File: src/rtl/ep_irq_pkg.sv
package ep_irq_pkg;
  localparam int NUM_EP = 2;
  localparam int EVT_W  = 6;
  localparam int MODE_W = 4;

  localparam int EV_DATA    = 0;
  localparam int EV_NAK_IN  = 1;
  localparam int EV_NAK_OUT = 2;
  localparam int EV_ACK_IN  = 3;
  localparam int EV_SETUP   = 4;
  localparam int EV_ZLP     = 5;

  localparam logic [MODE_W-1:0] MODE_ACKOUT    = 4'h9;
  localparam logic [MODE_W-1:0] MODE_ACKOUT_ST = 4'hB;

  // Events that an endpoint honours: the control endpoint takes all six,
  // other endpoints take only data and the two NAK/STALL events.
  function automatic logic [EVT_W-1:0] trig_mask(input int ep);
    logic [EVT_W-1:0] m;
    m = '0;
    m[EV_DATA]    = 1'b1;
    m[EV_NAK_IN]  = 1'b1;
    m[EV_NAK_OUT] = 1'b1;
    if (ep == 0) begin
      m[EV_ACK_IN] = 1'b1;
      m[EV_SETUP]  = 1'b1;
      m[EV_ZLP]    = 1'b1;
    end
    return m;
  endfunction
endpackage

File: src/rtl/ep_irq_trig.sv
module ep_irq_trig
  import ep_irq_pkg::*;
#(
  parameter int EP_IDX = 0
) (
  input  logic [EVT_W-1:0]  evt,
  input  logic              dvalid,
  input  logic [MODE_W-1:0] mode,
  output logic              hit
);
  localparam logic [EVT_W-1:0] MASK  = trig_mask(EP_IDX);
  localparam logic [EVT_W-1:0] OTHER = MASK & ~(EVT_W'(1) << EV_DATA);

  logic ackout;
  logic data_hit;

  always_comb begin
    ackout   = (mode == MODE_ACKOUT) || (mode == MODE_ACKOUT_ST);
    data_hit = evt[EV_DATA] && (dvalid || ackout);
    hit      = data_hit || (|(evt & OTHER));
  end
endmodule

File: src/rtl/ep_irq_pend.sv
module ep_irq_pend (
  input  logic clk,
  input  logic rst,
  input  logic hit,
  input  logic ack,
  input  logic en_d,
  output logic pend_q,
  output logic irq_q
);
  logic pend_d;

  always_comb pend_d = hit | (pend_q & ~ack);

  always_ff @(posedge clk) begin
    if (rst) begin
      pend_q <= 1'b0;
      irq_q  <= 1'b0;
    end else begin
      pend_q <= pend_d;
      irq_q  <= pend_d & en_d;
    end
  end
endmodule

File: src/rtl/ep_irq_csr.sv
module ep_irq_csr #(
  parameter int ADDR_W   = 8,
  parameter int DATA_W   = 8,
  parameter int NUM_EP   = 2,
  parameter logic [ADDR_W-1:0] REG_ADDR = 8'h21
) (
  input  logic              clk,
  input  logic              rst,
  input  logic              we,
  input  logic [ADDR_W-1:0] addr,
  input  logic [DATA_W-1:0] wdata,
  output logic [NUM_EP-1:0] en_d,
  output logic [NUM_EP-1:0] en_q,
  output logic [DATA_W-1:0] rdata_q
);
  logic sel;

  always_comb begin
    sel  = (addr == REG_ADDR);
    en_d = (we && sel) ? wdata[NUM_EP-1:0] : en_q;
  end

  always_ff @(posedge clk) begin
    if (rst) begin
      en_q    <= '0;
      rdata_q <= '0;
    end else begin
      en_q    <= en_d;
      rdata_q <= sel ? DATA_W'(en_d) : '0;
    end
  end
endmodule

File: src/rtl/ep_irq_gen.sv
module ep_irq_gen
  import ep_irq_pkg::*;
#(
  parameter int ADDR_W = 8,
  parameter int DATA_W = 8,
  parameter logic [ADDR_W-1:0] REG_ADDR = 8'h21
) (
  input  logic              clk,
  input  logic              rst,
  input  logic              reg_we,
  input  logic [ADDR_W-1:0] reg_addr,
  input  logic [DATA_W-1:0] reg_wdata,
  output logic [DATA_W-1:0] reg_rdata,
  input  logic [EVT_W-1:0]  ep0_evt,
  input  logic              ep0_dvalid,
  input  logic [MODE_W-1:0] ep0_mode,
  input  logic [EVT_W-1:0]  ep1_evt,
  input  logic              ep1_dvalid,
  input  logic [MODE_W-1:0] ep1_mode,
  input  logic [NUM_EP-1:0] irq_ack,
  output logic [NUM_EP-1:0] irq_req
);
  logic [EVT_W-1:0]  evt_a    [NUM_EP];
  logic [MODE_W-1:0] mode_a   [NUM_EP];
  logic [NUM_EP-1:0] dvalid_a;
  logic [NUM_EP-1:0] hit;
  logic [NUM_EP-1:0] pend_q;
  logic [NUM_EP-1:0] en_d;
  logic [NUM_EP-1:0] en_q;

  always_comb begin
    evt_a[0]    = ep0_evt;
    evt_a[1]    = ep1_evt;
    mode_a[0]   = ep0_mode;
    mode_a[1]   = ep1_mode;
    dvalid_a[0] = ep0_dvalid;
    dvalid_a[1] = ep1_dvalid;
  end

  ep_irq_csr #(
    .ADDR_W(ADDR_W), .DATA_W(DATA_W), .NUM_EP(NUM_EP), .REG_ADDR(REG_ADDR)
  ) csr_i (
    .clk(clk), .rst(rst), .we(reg_we), .addr(reg_addr), .wdata(reg_wdata),
    .en_d(en_d), .en_q(en_q), .rdata_q(reg_rdata)
  );

  for (genvar i = 0; i < NUM_EP; i++) begin : g_ep
    ep_irq_trig #(.EP_IDX(i)) trig_i (
      .evt(evt_a[i]), .dvalid(dvalid_a[i]), .mode(mode_a[i]), .hit(hit[i])
    );
    ep_irq_pend pend_i (
      .clk(clk), .rst(rst), .hit(hit[i]), .ack(irq_ack[i]),
      .en_d(en_d[i]), .pend_q(pend_q[i]), .irq_q(irq_req[i])
    );
  end
endmodule

File: config.mk
export PLATFORM = sky130hd
export DESIGN_NAME = ep_irq_gen
export DESIGN_NICKNAME = d
export VERILOG_FILES = /design/src/rtl/ep_irq_pkg.sv /design/src/rtl/ep_irq_trig.sv /design/src/rtl/ep_irq_pend.sv /design/src/rtl/ep_irq_csr.sv /design/src/rtl/ep_irq_gen.sv
export SDC_FILE = /design/constraint.sdc
export NUM_CORES = 1
export LEC_CHECK = 0
export CAP_MARGIN = 20
export CORE_ASPECT_RATIO = 1.1
export CORE_MARGIN = 2
export CORE_UTILIZATION = 23
export CTS_CLUSTER_DIAMETER = 60
export DETAILED_ROUTE_END_ITERATION = 10
export PLACE_DENSITY = 0.7
export SLEW_MARGIN = 30
export SYNTH_ARGS = -nofsm -noshare
export SYNTH_HDL_FRONTEND = slang
export SYNTH_SLANG_ARGS = --single-unit
export TNS_END_PERCENT = 10
File: constraint.sdc
create_clock -name clk -period 1.3 [get_ports clk]
set_clock_uncertainty 0.05 [all_clocks]
set_input_delay 0.26 -clock clk [delete_from_list [all_inputs] [get_ports clk]]
set_output_delay 0.26 -clock clk [all_outputs]
set_load 0.01 [all_outputs]
==> results.py <==
metrics = {
    "run_status": {
        "outcome": "complete, no violations",
    },
    "routing": {
        "ant_nets": 0,
        "wire_per_inst_um": 9.13,
        "route.detailed.drc": 0,
        "vias_per_cell": 4.22,
        "drtIter0Drc": 3,
        "vias": 473,
        "dr.pass1.iters": 2,
        "wl_um": 1020,
    },
    "timing": {
        "hold_slack_ps": 396,
        "finalHoldViolCount": 0,
        "min_period_ps": 1270,
        "slew_viol_final": 0,
        "rsz0062_at_grt": "no",
        "final.period_utilization": 0.980,
        "max_freq_mhz": 785,
        "finalSetupViolations": 0,
    },
    "setup_path": {
        "crit_required_ps": 1370,
        "crit_chain": "clkdlybuf4s15_1 > or4b_4 > o31ai_4 > a221oi_2",
        "crit_path_max_fanout": 2,
        "cpPeakStageDelay_ps": 560,
        "cp.arrival_ps": 1350,
        "end_kind": "register",
        "worstSetupStartpointType": "input pin",
        "crit_type": "input pin to register",
        "crit_path_top_delay_cell": "or4b_4",
        "r2r_cells": 3,
    },
    "pwr": {
        "leakagePower_uw": 0.000353,
        "switching_share": 0.225,
        "p_comb_frac": 0.230,
        "pwr_density_cell_nw_per_um2": 676,
        "vdd_ir_drop_max_mv": 0.341,
        "p_seq_frac": 0.438,
        "p_int_uw": 444,
        "switchingPower_uw": 128,
        "clockPowerShare": 0.332,
    },
    "final_layout": {
        "multiInputGateArea_um2": 259,
        "area_growth_pct": 84.7,
        "finalNetCount": 130,
        "fill_cells": 186,
        "drive_above_1_share": 0.165,
        "final_area_um2": 846,
        "seq_area_um2": 160,
        "antenna_cells": 0,
    },
    "floorplan": {
        "rows": 16,
        "ios": 53,
        "die_width_um": 46.5,
        "dieArea_um2": 2360,
        "initial_core_util": 0.251,
        "core_area_um2": 1820,
        "die-height_um": 50.8,
    },
    "synth": {
        "ys_top_cells_by_count": "buf_4, dfxtp_1, a21oi_1, nor3_1",
        "syn-cell-area_um2": 458,
        "synth_top_area_share": 0.350,
        "synthCells": 47,
        "synthArstFlopShare": 0,
        "yosysTopAreaCell": "dfxtp_1",
        "ys.flop_type": "dfxtp_1",
        "yosysSeqAreaShare": 0.350,
        "synthTopCellsByArea": "dfxtp_1, buf_4, or4b_4",
        "synth-edff-count": 0,
        "yosysUniqueCellTypes": 21,
        "ys_ff_latch": 8,
        "syn_avg_cell_area_um2": 9.74,
        "synth_warnings": 0,
    },
    "global_route": {
        "grt_max_degree": 9,
        "grt_pass1_wl_um": 1610,
        "grtUsageTotal": 0.101,
        "antenna_found_initial": 0,
        "grt-ovfl-total": 0,
        "grt_pass1_vias": 412,
    },
    "clocking": {
        "clk_pin_slew_ps": 50,
        "cts.sinks": 8,
        "clock_latency_ps": 250,
        "cts_tree": "done",
        "cts-root-buf": "clkbuf_4",
        "cts.htree.levels": 1,
        "post_cts.repair.setup_buffers": 0,
        "cts_made_buffers": 3,
        "clk_path_buf_depth": 2,
    },
    "worst_hold_path": {
        "hold_depth": 5,
        "hp-class": "input pin to register",
    },
    "placement": {
        "portBuffers": 35,
        "hpwl_um": 897,
        "place_area_um2": 836,
        "place_congestion": 0.695,
    },
    "run": {
        "maxCapViolCount": 0,
    },
}
==> power by group through the flow <==
stage | Clock [uW] | Combinational, uW | Sequential [uW]
floorplan | 0 | 49.5 | 256
global placement | 0 | 141 | 256
detailed placement | 0 | 143 | 256
CTS | 196 | 133 | 250
global route | 213 | 143 | 251
finish | 190 | 131 | 250
==> cell families (layout without fill, tap and decap cells) <==
logic type | count (synthesis) | after routing | share of synthesized area
compound gates | 11 | 11 | 0.208
buf+inv | 11 | 44 | 0.156
flops | 8 | 8 | 0.350
mux | 2 | 2 | 0.0437
other cells | 1 | 6 | 0.00819
simple gates | 14 | 14 | 0.235
==> worst max-delay path: cells and delay by family <==
kind | cells | cell delay, ps
simple gates | 1 | 560
compound gates | 2 | 350
buf+inv | 1 | 180
==> cells in the final DEF (no fill, tap or decap) <==
master / n
nor4b_1: 2
a221oi_1: 1
nor2b_1: 1
o21ai_0: 2
inv_1: 2
and3b_1: 2
clkdlybuf4s50_1: 19
dfxtp_1: 8
nor3_2: 1
dlygate4sd2_1: 10
conb_1: 6
o31ai_4: 2
nor3_1: 2
or4_1: 1
or4b_4: 2
clkbuf_4: 3
mux2i_1: 2
a221oi_2: 1
clkdlybuf4s15_1: 5
a21oi_1: 4
nand2_1: 1
nand4_1: 2
buf_4: 4
clkbuf_2: 1
a211oi_1: 1
==> sequential cells by signal, indices dropped and copies added (netlist names) <==
name / flops
csr_i.rdata_q: 2
g_ep.pend_i.pend_q: 2
csr_i.en_q: 2
g_ep.pend_i.irq_q: 2
==> metal layers <==
metal  track usage  routed length (um)  up-vias
li1              -                   -      238
met1        0.0948                 362      203
met2         0.160                 499       28
met3        0.0360                 121        4
met4         0.100                  40        0
met5             0                   0        -
==> cell type report <==
class | instances | share of cell area
clock buffers | 3 | 0.0266
inverters | 2 | 0.00888
well taps | 27 | 0.0399
multi-input cells | 33 | 0.306
flip-flops and latches | 8 | 0.189
repair buffers | 39 | 0.429
==> final timing paths <==
check / from / to / slack (ps)
min: reg_addr[2] / csr_i.rdata_q[0]$_SDFF_PP0_ / 400
min reg2reg: csr_i.en_q[1]$_SDFF_PP0_ / csr_i.en_q[1]$_SDFF_PP0_ / 450
max reg2reg: g_ep[0].pend_i.pend_q$_SDFF_PP0_ / g_ep[0].pend_i.irq_q$_SDFF_PP0_ / 390
max: reg_addr[3] / g_ep[1].pend_i.irq_q$_SDFF_PP0_ / 30
==> per-stage QoR <==
stage                     setup TNS [ps]  setup slack [ps]  total power (uW)  utilization  std cells
after floorplan                    -97.5             -30.4               305            -         52
after CTS                         -0.817            -0.817               579        0.466        112
after detailed placement           -2930              -502               399        0.459        109
final                                  0              26.4               572        0.464        112
after global placement             -2900              -486               397        0.459        109
after global routing                   0              6.92               606        0.464        112
==> timing repair <==
| item | CTS | global route |
|---|---|---|
| pin swaps | 7 | 6 |
| hold buffers | 0 | 0 |
| endpoints found under the setup margin | 9 | 5 |
| gates cloned | 0 | 0 |
| gates resized for setup | 21 | 3 |
Note: power is estimated with default switching activity, not from simulation.
